File: src/rtl/sgdma_pkg.sv
package sgdma_pkg;

  typedef enum logic [2:0] {
    W_IDLE,
    W_FETCH,
    W_SEG,
    W_CHECK,
    W_DONE
  } walk_state_t;

  localparam int DESC_WORDS = 5;

  localparam logic [1:0] SEL_PTR_LO = 2'd0;
  localparam logic [1:0] SEL_PTR_HI = 2'd1;
  localparam logic [1:0] SEL_CTRL   = 2'd2;
  localparam logic [1:0] SEL_STAT   = 2'd3;

endpackage

File: src/rtl/sgdma_regs.sv
module sgdma_regs
  import sgdma_pkg::*;
(
  input  logic        clk,
  input  logic        rst_n,
  input  logic        reg_we,
  input  logic [1:0]  reg_sel,
  input  logic [31:0] reg_wdata,
  output logic [31:0] reg_rdata,
  input  logic        busy,
  input  logic        done_evt,
  output logic [63:0] first_ptr,
  output logic        start,
  output logic        irq_en,
  output logic        done_flag,
  output logic        irq
);

  logic [63:0] first_q, first_d;
  logic        ien_q, ien_d;
  logic        done_q, done_d;
  logic        ptr_en, ien_en, done_en;

  always_comb begin
    first_d = first_q;
    ptr_en  = 1'b0;
    ien_d   = ien_q;
    ien_en  = 1'b0;
    done_d  = done_q;
    done_en = 1'b0;
    if (reg_we && reg_sel == SEL_PTR_LO) begin
      first_d[31:0] = reg_wdata;
      ptr_en = 1'b1;
    end
    if (reg_we && reg_sel == SEL_PTR_HI) begin
      first_d[63:32] = reg_wdata;
      ptr_en = 1'b1;
    end
    if (reg_we && reg_sel == SEL_CTRL) begin
      ien_d  = reg_wdata[1];
      ien_en = 1'b1;
    end
    if (done_evt) begin
      done_d  = 1'b1;
      done_en = 1'b1;
    end else if (reg_we && reg_sel == SEL_STAT && reg_wdata[1]) begin
      done_d  = 1'b0;
      done_en = 1'b1;
    end
  end

  always_ff @(posedge clk or negedge rst_n) begin
    if (!rst_n) begin
      first_q <= '0;
      ien_q   <= 1'b0;
      done_q  <= 1'b0;
    end else begin
      if (ptr_en)  first_q <= first_d;
      if (ien_en)  ien_q   <= ien_d;
      if (done_en) done_q  <= done_d;
    end
  end

  always_comb begin
    case (reg_sel)
      SEL_PTR_LO: reg_rdata = first_q[31:0];
      SEL_PTR_HI: reg_rdata = first_q[63:32];
      SEL_CTRL:   reg_rdata = {30'd0, ien_q, 1'b0};
      default:    reg_rdata = {30'd0, done_q, busy};
    endcase
  end

  assign start     = reg_we && (reg_sel == SEL_CTRL) && reg_wdata[0] && !busy;
  assign first_ptr = first_q;
  assign irq_en    = ien_q;
  assign done_flag = done_q;
  assign irq       = done_q & ien_q;

endmodule

File: src/rtl/sgdma_walker.sv
module sgdma_walker
  import sgdma_pkg::*;
#(
  parameter int MAX_SEG_BYTES = 4096
) (
  input  logic        clk,
  input  logic        rst_n,
  input  logic        start,
  input  logic [63:0] first_ptr,
  output logic        mem_req_valid,
  input  logic        mem_req_ready,
  output logic [63:0] mem_req_addr,
  input  logic        mem_rsp_valid,
  input  logic [31:0] mem_rsp_data,
  input  logic        buf_full,
  output logic        buf_load,
  output logic        buf_last,
  output logic        busy,
  output logic        done_evt
);

  localparam int MAX_WORDS = MAX_SEG_BYTES / 4;
  localparam int CNT_W     = $clog2(MAX_WORDS + 1);
  localparam int IDX_W     = $clog2(DESC_WORDS);

  walk_state_t      state_q, state_d;
  logic [63:2]      desc_q, desc_d;
  logic [IDX_W-1:0] widx_q, widx_d;
  logic             pend_q, pend_d;
  logic [63:2]      seg_q, seg_d;
  logic [CNT_W-1:0] left_q, left_d;
  logic [63:0]      next_q, next_d;
  logic             req_fire, rsp_fire;
  logic [CNT_W-1:0] len_words;

  // Byte length to word count, with the segment limit applied.
  always_comb begin
    if (mem_rsp_data > 32'(MAX_SEG_BYTES))
      len_words = CNT_W'(MAX_WORDS);
    else
      len_words = CNT_W'(({1'b0, mem_rsp_data} + 33'd3) >> 2);
  end

  assign mem_req_valid = !pend_q &&
                         ((state_q == W_FETCH) || (state_q == W_SEG && !buf_full));
  assign mem_req_addr  = (state_q == W_FETCH) ? {desc_q + 62'(widx_q), 2'b00}
                                              : {seg_q, 2'b00};
  assign req_fire      = mem_req_valid && mem_req_ready;
  assign rsp_fire      = mem_rsp_valid && pend_q;
  assign buf_load      = rsp_fire && (state_q == W_SEG);
  assign buf_last      = (left_q == CNT_W'(1));
  assign busy          = (state_q != W_IDLE);
  assign done_evt      = (state_q == W_DONE);

  always_comb begin
    state_d = state_q;
    desc_d  = desc_q;
    widx_d  = widx_q;
    pend_d  = pend_q;
    seg_d   = seg_q;
    left_d  = left_q;
    next_d  = next_q;
    case (state_q)
      W_IDLE: begin
        if (start) begin
          desc_d  = first_ptr[63:2];
          widx_d  = '0;
          pend_d  = 1'b0;
          state_d = W_FETCH;
        end
      end
      W_FETCH: begin
        if (req_fire) pend_d = 1'b1;
        if (rsp_fire) begin
          pend_d = 1'b0;
          widx_d = widx_q + IDX_W'(1);
          case (widx_q)
            IDX_W'(0): seg_d[31:2]   = mem_rsp_data[31:2];
            IDX_W'(1): seg_d[63:32]  = mem_rsp_data;
            IDX_W'(2): left_d        = len_words;
            IDX_W'(3): next_d[31:0]  = mem_rsp_data;
            IDX_W'(4): begin
              next_d[63:32] = mem_rsp_data;
              state_d = (left_q == '0) ? W_CHECK : W_SEG;
            end
            default: ;
          endcase
        end
      end
      W_SEG: begin
        if (req_fire) begin
          pend_d = 1'b1;
          seg_d  = seg_q + 62'd1;
        end
        if (rsp_fire) begin
          pend_d = 1'b0;
          left_d = left_q - CNT_W'(1);
          if (left_q == CNT_W'(1)) state_d = W_CHECK;
        end
      end
      W_CHECK: begin
        if (next_q != '0) begin
          desc_d  = next_q[63:2];
          widx_d  = '0;
          state_d = W_FETCH;
        end else if (!buf_full) begin
          state_d = W_DONE;
        end
      end
      W_DONE:  state_d = W_IDLE;
      default: state_d = W_IDLE;
    endcase
  end

  always_ff @(posedge clk or negedge rst_n) begin
    if (!rst_n) begin
      state_q <= W_IDLE;
      desc_q  <= '0;
      widx_q  <= '0;
      pend_q  <= 1'b0;
      seg_q   <= '0;
      left_q  <= '0;
      next_q  <= '0;
    end else begin
      state_q <= state_d;
      desc_q  <= desc_d;
      widx_q  <= widx_d;
      pend_q  <= pend_d;
      seg_q   <= seg_d;
      left_q  <= left_d;
      next_q  <= next_d;
    end
  end

endmodule

File: src/rtl/sgdma_outbuf.sv
module sgdma_outbuf #(
  parameter int DATA_W = 32
) (
  input  logic              clk,
  input  logic              rst_n,
  input  logic              load,
  input  logic [DATA_W-1:0] load_data,
  input  logic              load_last,
  output logic              full,
  output logic              st_valid,
  input  logic              st_ready,
  output logic [DATA_W-1:0] st_data,
  output logic              st_last
);

  logic              full_q, full_d, full_en;
  logic [DATA_W-1:0] data_q;
  logic              last_q;

  always_comb begin
    full_d  = full_q;
    full_en = 1'b0;
    if (load) begin
      full_d  = 1'b1;
      full_en = 1'b1;
    end else if (full_q && st_ready) begin
      full_d  = 1'b0;
      full_en = 1'b1;
    end
  end

  always_ff @(posedge clk or negedge rst_n) begin
    if (!rst_n) begin
      full_q <= 1'b0;
      data_q <= '0;
      last_q <= 1'b0;
    end else begin
      if (full_en) full_q <= full_d;
      if (load) begin
        data_q <= load_data;
        last_q <= load_last;
      end
    end
  end

  assign full     = full_q;
  assign st_valid = full_q;
  assign st_data  = data_q;
  assign st_last  = last_q;

endmodule

File: src/rtl/sg_dma_engine.sv
module sg_dma_engine
  import sgdma_pkg::*;
#(
  parameter int MAX_SEG_BYTES = 4096
) (
  input  logic        clk,
  input  logic        rst_n,
  input  logic        reg_we,
  input  logic [1:0]  reg_sel,
  input  logic [31:0] reg_wdata,
  output logic [31:0] reg_rdata,
  output logic        mem_req_valid,
  input  logic        mem_req_ready,
  output logic [63:0] mem_req_addr,
  input  logic        mem_rsp_valid,
  input  logic [31:0] mem_rsp_data,
  output logic        st_valid,
  input  logic        st_ready,
  output logic [31:0] st_data,
  output logic        st_last,
  output logic        irq
);

  logic [1:0]  rst_pipe;
  logic        rst_sync_n;
  logic        busy, done_evt, done_flag, irq_en, start;
  logic [63:0] first_ptr;
  logic        buf_full, buf_load, buf_last;

  always_ff @(posedge clk or negedge rst_n) begin
    if (!rst_n) rst_pipe <= 2'b00;
    else        rst_pipe <= {rst_pipe[0], 1'b1};
  end
  assign rst_sync_n = rst_pipe[1];

  sgdma_regs u_regs (
    .clk       (clk),
    .rst_n     (rst_sync_n),
    .reg_we    (reg_we),
    .reg_sel   (reg_sel),
    .reg_wdata (reg_wdata),
    .reg_rdata (reg_rdata),
    .busy      (busy),
    .done_evt  (done_evt),
    .first_ptr (first_ptr),
    .start     (start),
    .irq_en    (irq_en),
    .done_flag (done_flag),
    .irq       (irq)
  );

  sgdma_walker #(.MAX_SEG_BYTES(MAX_SEG_BYTES)) u_walk (
    .clk           (clk),
    .rst_n         (rst_sync_n),
    .start         (start),
    .first_ptr     (first_ptr),
    .mem_req_valid (mem_req_valid),
    .mem_req_ready (mem_req_ready),
    .mem_req_addr  (mem_req_addr),
    .mem_rsp_valid (mem_rsp_valid),
    .mem_rsp_data  (mem_rsp_data),
    .buf_full      (buf_full),
    .buf_load      (buf_load),
    .buf_last      (buf_last),
    .busy          (busy),
    .done_evt      (done_evt)
  );

  sgdma_outbuf #(.DATA_W(32)) u_obuf (
    .clk       (clk),
    .rst_n     (rst_sync_n),
    .load      (buf_load),
    .load_data (mem_rsp_data),
    .load_last (buf_last),
    .full      (buf_full),
    .st_valid  (st_valid),
    .st_ready  (st_ready),
    .st_data   (st_data),
    .st_last   (st_last)
  );

endmodule

File: config.mk
export PLATFORM = sky130hd
export DESIGN_NAME = sg_dma_engine
export DESIGN_NICKNAME = d
export VERILOG_FILES = /design/src/rtl/sgdma_pkg.sv /design/src/rtl/sgdma_regs.sv /design/src/rtl/sgdma_walker.sv /design/src/rtl/sgdma_outbuf.sv /design/src/rtl/sg_dma_engine.sv
export SDC_FILE = /design/constraint.sdc
export NUM_CORES = 1
export LEC_CHECK = 0
export BUFFER_PORTS_ARGS = -buffer_cell sky130_fd_sc_hd__buf_2
export CAP_MARGIN = 20
export CORE_UTILIZATION = 25
export DETAILED_ROUTE_END_ITERATION = 16
export SYNTH_ARGS = -nofsm -noshare
export SYNTH_HDL_FRONTEND = slang
export SYNTH_SLANG_ARGS = --single-unit
File: constraint.sdc
create_clock -name clk -period 16.5 [get_ports clk]
set_clock_uncertainty 0.2 [all_clocks]
set_input_delay 1.65 -clock clk [delete_from_list [all_inputs] [get_ports clk]]
set_output_delay 1.65 -clock clk [all_outputs]
set_load 0.01 [all_outputs]
# Word level (Yosys, flattened, before mapping)
# Index checks and enable logic that the tools add are counted.
# classes
reduce_logical,44
order_cmp,1
addsub,5
n_eq_ne,24
muxes,43
bitwise,1
# ops
cell,count
2-to-1 mux 62 bit,4
one-hot mux 62 bit (2 select lines),2
one-hot mux 32 bit (3 select lines),1
2-to-1 mux 64 bit,1
nonzero test 64 bit,1
adder 62 x 1 -> 62 bit (second input constant),1
adder 62 x 3 -> 62 bit,1
2-to-1 mux 11 bit,4
greater-than comparator 32 x 13 -> 1 bit (second input constant),1
2-to-1 mux 32 bit,1
2-to-1 mux 3 bit,10
2-to-1 mux 30 bit,1
one-hot mux 11 bit (2 select lines),1
AND reduction 4 bit,4
2-to-1 mux 1 bit,15
adder 13 x 2 -> 13 bit (second input constant),1
logical AND 1 bit,13
== test 3 x 2 -> 1 bit (second input constant),4
!= test 2 bit (second input constant),6
one-hot mux 3 bit (4 select lines),1
AND reduction 3 bit,4
== test 11 x 1 -> 1 bit (second input constant),1
zero test 11 bit,1
subtractor 11 x 1 -> 11 bit (second input constant),1
20 further kinds,38
# word_totals
elab_cells,135
regBits,308
output_inout_bits,132

# Logic depth before layout (Yosys ltp)
# Gate-level depths: netlist of the first run.
# logic_depth
word_depth,8
ltp_mapped,10
depth_no_buf,8

# By module
# From an unflattened synthesis of the first run, not the netlist that was laid out.
# hier_totals
hier_cells,1775
area_unflattened_um2,17092.6
# by_module_without_submodules
module,area_each_um2,cells_each,seq_area_each_um2,n_inst
sgdma_walker,12614.6,1482,5154.9,1
sgdma_regs,3002.9,216,1651.6,1
sgdma_outbuf,1421.4,74,850.8,1
sg_dma_engine,53.8,3,50.0,1

# Worst setup path after synthesis of the first run
# Ideal clock, no wire load.
# synth_timing
kind,input -> output
start,in reg_sel[0]
end,out reg_rdata[10]
arrival_time_ns,2.722
setup_slack_ns,11.928
n_path_buf,2
required_time_ns,14.650
path_stages,4
cell_sequence,clkbuf_1 buf_1 mux2i_1 nor2_1
# synth_between
elab_chain_len,2
word_cells_on_any_way,4
# synth_rtl
item,line_no,rtl
start: declaration,sg_dma_engine.sv:9,"input logic [1:0] reg_sel,"
== test 2 bit (tied with other cells),sgdma_regs.sv:65,case (reg_sel)
one-hot mux 32 bit (3 select lines) (*),sgdma_regs.sv:65,
end: declaration,sg_dma_engine.sv:11,"output logic [31:0] reg_rdata,"
# Mark *: on every way between the ends. The rest lies on a longest branch, timed or not.

# Worst setup path after layout of the first run
# layout_timing
start,reg u_walk.widx_q[2]
end,out mem_req_addr[44]
# layout_between
elab_chain_len,2
# layout_rtl
item,line_no,rtl
start: declaration,sgdma_walker.sv:28,"logic [IDX_W-1:0] widx_q, widx_d;"
start signal: assignment,sgdma_walker.sv:127,widx_q <= widx_d;
adder 62 x 3 -> 62 bit,sgdma_walker.sv:46,"assign mem_req_addr = (state_q == W_FETCH) ? {desc_q + 62'(widx_q), 2'b00}"
2-to-1 mux 64 bit,sgdma_walker.sv:46,
end: declaration,sg_dma_engine.sv:14,"output logic [63:0] mem_req_addr,"
# Every way passes these cells.

==> out/qor.txt, run 1 <==
post-DR vias/cell: 5.460
number of synthesized flops with an enable pin: 0
WL per Instance: 23.92 um
leakage power: 8.432 nW
Port Buffer Count: 201
Clock Power Share: 20.2%
Clock Path Buffers: 3
TritonCTS clock tree: built
number of global-route vias before repair: 14870
setup_tns: 0 ns
power share of the combinational group: 43.6%
initial antenna violation count: 3
routability-driven placement congestion ratio: 0.9392
drt initial violations: 1617
largest net degree at the start of global routing: 190
ANT nets after route: 0
synth-to-layout area growth: 18.24%
kind of critical path: register to primary output
first-pass GRT wire length: 99.11 mm
# clock sinks: 308
DRC: 0
Final period util: 35.54%
Total Power: 4.106 mW
VDD IR max: 0.00008765 V
Post-CTS Setup Bufs: 0
# fillers: 6836
Sw Pwr: 1.833 mW
die area: 68420 um^2
htree depth: 2
crit start category: register
yosys warns: 0
RSZ-0062 raised after global routing: false
Final HPWL DP: 48.89 mm
Slew @ Worst Pin: 1.204 ns
crit path time final: 5.864 ns
# setup viols final: 0
Synth cell types: 67
CTS Buf Count: 37
Max Cap Viol: 0
ys flop type: dfrtp_1
CP arrival: 4.01 ns
crit-path max FO: 19
PwrDens: 206.2 nW/um^2
commonest non-fill, non-tap cell in the layout: dfrtp_1
First-pass DRT Iterations: 7
Clock Latency Late Sink: 0.56 ns
worst endpoint required time: 14.65 ns
Total Routing Usage GR: 19.38%
Hold Path Class: register to register
Synth async-reset ratio: 100.0%
die span in x: 261.6 um
sequential share of power: 36.2%
P_int: 2.273 mW
grt ovf: 0
cell row count: 94
sequential area share after synthesis: 45.76%
most frequent cells in the layout: dfrtp_1 (307), nand2_1 (243), buf_2 (201), nor2_1 (137), mux2_2 (130)
status: finished clean
CTS-repair resized insts: 0
Slew headroom: 19.75%
IO Count: 204
Syn Inst Count: 1805
switch share: 44.63%
CP endpoint kind: primary output
Core Util, Final: 30.08%
detailed-route via count: 15480
synthesized area: 16840 um^2
Starting Density: 25.44%
Hold-fix buffers, CTS: 0
clk root buf: clkbuf_16
DIE HEIGHT: 261.6 um
Synth Area per Inst: 9.332 um^2
Seq cells post-synth: 308
Worst-path clk slew: 0.06 ns
layout cells sized above 1: 22.44%
core area: 66220 um^2
final count of pins violating max slew: 0
Fin. Hold Viols: 0
# nets final: 2028
FMAX: 170.5 MHz
total wire length: 67.81 mm
[kinds of logic after synthesis]
family / count (synthesis) / share of synthesized area, %
simple gates: 669 / 18.70
compound gates: 423 / 16.39
flops: 308 / 45.76
xor+xnor: 70 / 3.640
mux: 164 / 10.79
other cells: 2 / 0.04459
buf+inv: 156 / 3.662
fa+ha+maj: 13 / 1.010
[path summary, 6_finish.rpt]
check | cells past startpoint | end | slack, ns | from
max in group asynchronous | 1 | u_walk.next_q[8]$_DFFE_PN0P_ | 14.29 | rst_pipe[1]$_DFF_PN0_
min in group asynchronous | 0 | u_regs.first_ptr[34]$_DFFE_PN0P_ | 0.21 | rst_pipe[1]$_DFF_PN0_
min | 0 | rst_pipe[1]$_DFF_PN0_ | 0.15 | rst_pipe[0]$_DFF_PN0_
min reg2reg | 0 | rst_pipe[1]$_DFF_PN0_ | 0.15 | rst_pipe[0]$_DFF_PN0_
max reg2reg | 7 | u_walk.seg_q[44]$_DFFE_PN0P_ | 12.90 | u_walk.state_q[1]$_DFFE_PN0P_
max | 8 | mem_req_addr[44] | 10.64 | u_walk.widx_q[2]$_DFFE_PN0P_
[flip-flops by register name (all words and copies together), names as in the netlist]
signal            cells
u_walk.desc_q        62
u_obuf.st_data       32
u_walk.state_q        3
u_walk.seg_q         62
u_walk.pend_q         1
u_walk.widx_q         3
rst_pipe              2
u_regs.done_flag      1
u_obuf.st_last        1
u_obuf.full           1
u_walk.left_q        11
u_regs.first_ptr     64
u_regs.irq_en         1
u_walk.next_q        64
[cells in the mapped netlist, types with 4 or more instances]
library cell,number,area share [%]
and3_1,26,0.97
o21a_1,5,0.22
buf_1,17,0.38
a21o_1,5,0.22
a41oi_1,4,0.21
nor2_1,138,3.1
or4_1,8,0.36
o21ai_0,104,3.1
o221ai_1,6,0.31
dfrtp_1,308,46
nand3_1,77,2.3
mux2_2,130,8.7
inv_1,28,0.62
xnor2_1,46,2.4
and4_1,8,0.42
xor2_1,24,1.2
o22ai_1,82,3.0
nor3_1,40,1.2
nor2b_1,6,0.22
or3_1,9,0.33
or2_2,7,0.26
and2_1,4,0.15
ha_1,12,0.89
clkbuf_1,90,2.0
o31ai_1,6,0.27
nor4_1,52,1.9
a211oi_1,4,0.18
buf_2,17,0.51
a21oi_1,80,2.4
o22a_1,16,0.83
nand4_1,36,1.3
a2bb2oi_1,69,3.6
a31oi_1,14,0.52
nand2_1,244,5.4
mux2i_1,33,2.0
[stage by stage]
stage	worst slack, ns	instance area [um^2]	cells	hold slack (ns)
after CTS	10.69	19890	2833	0.1550
after floorplan	7.081	16850	1806	0.1312
final	10.64	19920	2835	0.1474
after detailed placement	11.28	18680	2767	0.1370
after global placement	11.35	18680	2767	0.1365
after global routing	10.44	19910	2834	0.1627
[worst max-delay path: stages, from the launching register on]
cell and delay [ns]:
dfrtp_1 0.45, ha_1 0.39, a21o_1 0.25, nand4_1 0.19, or4_1 0.88, nor3_1 0.41, xnor2_1 0.12, o21ai_0 0.51
buf_2 0.25
[area by class of cell]
| cell class | instances | area, um^2 | share of cell area, % |
|---|---|---|---|
| Multi-Input combinational cell | 1342 | 8587 | 43.11 |
| Clock inverter | 10 | 113.9 | 0.5717 |
| Sequential cell | 308 | 7711 | 38.72 |
| Clock buffer | 56 | 1097 | 5.509 |
| Antenna cell | 1 | 2.502 | 0.01256 |
| Tap cell | 864 | 1081 | 5.428 |
| Timing Repair Buffer | 226 | 1219 | 6.119 |
| Inverter | 28 | 105.1 | 0.5277 |
[per-layer routing]
| layer | up-vias | GRT usage, % | share of wire [%] |
|---|---|---|---|
| met1 | 7709 | 25.75 | 41 |
| met3 | 131 | 2.613 | 7.2 |
| met5 | - | 0 | 0 |
| met2 | 768 | 31.08 | 47 |
| met4 | 0 | 9.125 | 4.8 |
| li1 | 6870 | - | - |
[power by group through the flow]
| stage | Sequential, mW | Combinational (mW) | Clock [mW] |
|---|---|---|---|
| final | 1.49 | 1.79 | 0.829 |
| after global routing | 1.52 | 1.94 | 0.871 |
| after CTS | 1.47 | 1.78 | 0.841 |
| after detailed placement | 1.48 | 1.77 | 0 |
| after global placement | 1.47 | 1.75 | 0 |
| after floorplan | 1.35 | 1.15 | 0 |
Power figures use the tool's default switching activity.
==> run 2, diff against run 1 <==
==> constraint.sdc (replaced) <==
create_clock -name clk -period 5.2 [get_ports clk]
set_clock_uncertainty 0.2 [all_clocks]
set_input_delay 0.52 -clock clk [delete_from_list [all_inputs] [get_ports clk]]
set_output_delay 0.52 -clock clk [all_outputs]
set_load 0.01 [all_outputs]
==> run 2 against run 1 <==
Effect of this change: register-to-register slack lost 11 ns; first-iteration DRC count down 1.2%; design area rose by 1.0%; global-route usage rose by 0.37 points; setup slack got worse by 9.9 ns; sequential power grew to 3.2 times the previous value; count of clock-buffer cells in the layout fell by 7; critical path depth up 1; non-clock buffer count up 18; cell count grew 0.53%; highest routed layer is now met5; utilization rose by 0.31 points.
==> out/qor.txt, run 2 (synthesized netlist as in run 1, its figures left out) <==
status: finished clean
initial antenna violation count: 9
ANT nets after route: 0
CP endpoint kind: primary output
die span in x: 261.6 um
reg2reg setup slack: 1.56 ns
setup_tns: 0 ns
crit start category: register
CP arrival: 3.75 ns
Starting Density: 25.44%
PwrDens: 648.2 nW/um^2
crit-path max FO: 19
CTS Buf Count: 36
Post-CTS Setup Bufs: 0
kind of critical path: register to primary output
TritonCTS clock tree: built
core area: 66220 um^2
leakage power: 8.526 nW
worst reg2reg path startpoint: u_walk.state_q[2]$_DFFE_PN0P_
# fillers: 6886
Hold-fix buffers, CTS: 16
Sw Pwr: 5.818 mW
Crit. Startpoint: u_walk.widx_q[0]$_DFFE_PN0P_
RR Endpoint: u_walk.desc_q[42]$_DFFE_PN0P_
Port Buffer Count: 201
sequential share of power: 36.1%
switch share: 44.61%
Total Routing Usage GR: 19.75%
P_int: 7.225 mW
First-pass DRT Iterations: 5
IO Count: 204
synth-to-layout area growth: 19.45%
first-pass GRT wire length: 100.8 mm
drt initial violations: 1598
DRC: 0
# nets final: 2045
most frequent cells in the layout: dfrtp_1 (307), nand2_1 (243), buf_2 (201), nor2_1 (137), mux2_2 (130)
htree depth: 2
VDD IR max: 0.0002737 V
routability-driven placement congestion ratio: 0.9375
Final period util: 85.92%
hold path start: reg_wdata[17]
detailed-route via count: 15390
commonest non-fill, non-tap cell in the layout: dfrtp_1
clk root buf: clkbuf_16
total wire length: 68.44 mm
WL per Instance: 24.02 um
final count of pins violating max slew: 0
R2R cell count: 8
Slew headroom: 27.22%
Clock Power Share: 20.2%
grt ovf: 0
layout cells sized above 1: 22.44%
DIE HEIGHT: 261.6 um
RSZ-0062 raised after global routing: false
FMAX: 223.8 MHz
# clock sinks: 308
Clock Path Buffers: 3
Worst-path clk slew: 0.06 ns
Hold Path Stages: 2
Slew @ Worst Pin: 1.091 ns
final instance area: 20120 um^2
worst hold path endpoint: u_regs.first_ptr[17]$_DFFE_PN0P_
Max Cap Viol: 0
CTS-repair resized insts: 0
placed cell area: 18730 um^2
Clock Latency Late Sink: 0.56 ns
cell row count: 94
Hold Path Class: input port to register
Final HPWL DP: 49.89 mm
# setup viols final: 0
post-DR vias/cell: 5.400
Fin. Hold Viols: 0
die area: 68420 um^2
crit path time final: 4.468 ns
number of global-route vias before repair: 14950
largest net degree at the start of global routing: 138
power share of the combinational group: 43.7%
worst endpoint required time: 4.48 ns
==> run 2: worst max-delay path: stages, from the launching register on <==
cell and delay, ns:
dfrtp_1 0.42, ha_1 0.21, fa_1 0.21, a21o_1 0.24
nand4_1 0.19, or4_1 0.90, nor3_1 0.33, xnor2_1 0.09
o21ai_0 0.38, buf_2 0.22
==> run 2: power by group through the flow <==
stage / Clock (mW) / Combinational, mW / Sequential, mW
after floorplan: 0 / 3.66 / 4.28
after global placement: 0 / 5.58 / 4.64
after detailed placement: 0 / 5.64 / 4.68
after CTS: 2.67 / 5.67 / 4.66
after global routing: 2.76 / 6.18 / 4.84
final: 2.63 / 5.71 / 4.71
==> run 2: worst max path at each step <==
| stage | slack (ns) | depth (start not counted) | to |
|---|---|---|---|
| floorplan | 1.94 | 0 | u_obuf.full$_DFFE_PN0P_ |
| global placement | 1.38 | 9 | mem_req_addr[44] |
| detailed placement | 1.31 | 9 | mem_req_addr[44] |
| CTS | 0.73 | 9 | mem_req_addr[44] |
| global route | 0.54 | 9 | mem_req_addr[62] |
| finish | 0.73 | 9 | mem_req_addr[44] |
==> run 2: stage by stage <==
stage               total power, mW  setup WS, ns  instances  hold WS (ns)  utilization, %
CTS                           13.00        0.7295       2847     0.0002682           30.37
global placement              10.23         1.376       2770        0.1055           28.29
finish                        13.04        0.7321       2850       0.01318           30.39
detailed placement            10.32         1.314       2770        0.1070           28.29
floorplan                     7.946         1.939       1806       0.02441               -
global route                  13.78        0.5372       2849      0.006590           30.38
==> run 2: cell type report <==
cell class,instances,area (um^2),area share [%]
clock buffers,49,1040,5.168
clock inverters,12,180.2,0.8955
diodes,3,7.507,0.03731
inverters,28,105.1,0.5224
well taps,864,1081,5.373
repair buffers,244,1394,6.927
multi-input cells,1342,8602,42.75
flip-flops and latches,308,7711,38.32
==> run 2: metal layers <==
layer	vias to the layer above	track usage (%)	share of wire, %
li1	6901	-	-
met1	7722	25.98	42
met2	617	32.39	48
met3	141	3.213	6.7
met4	8	7.542	3.8
met5	-	0	0.080
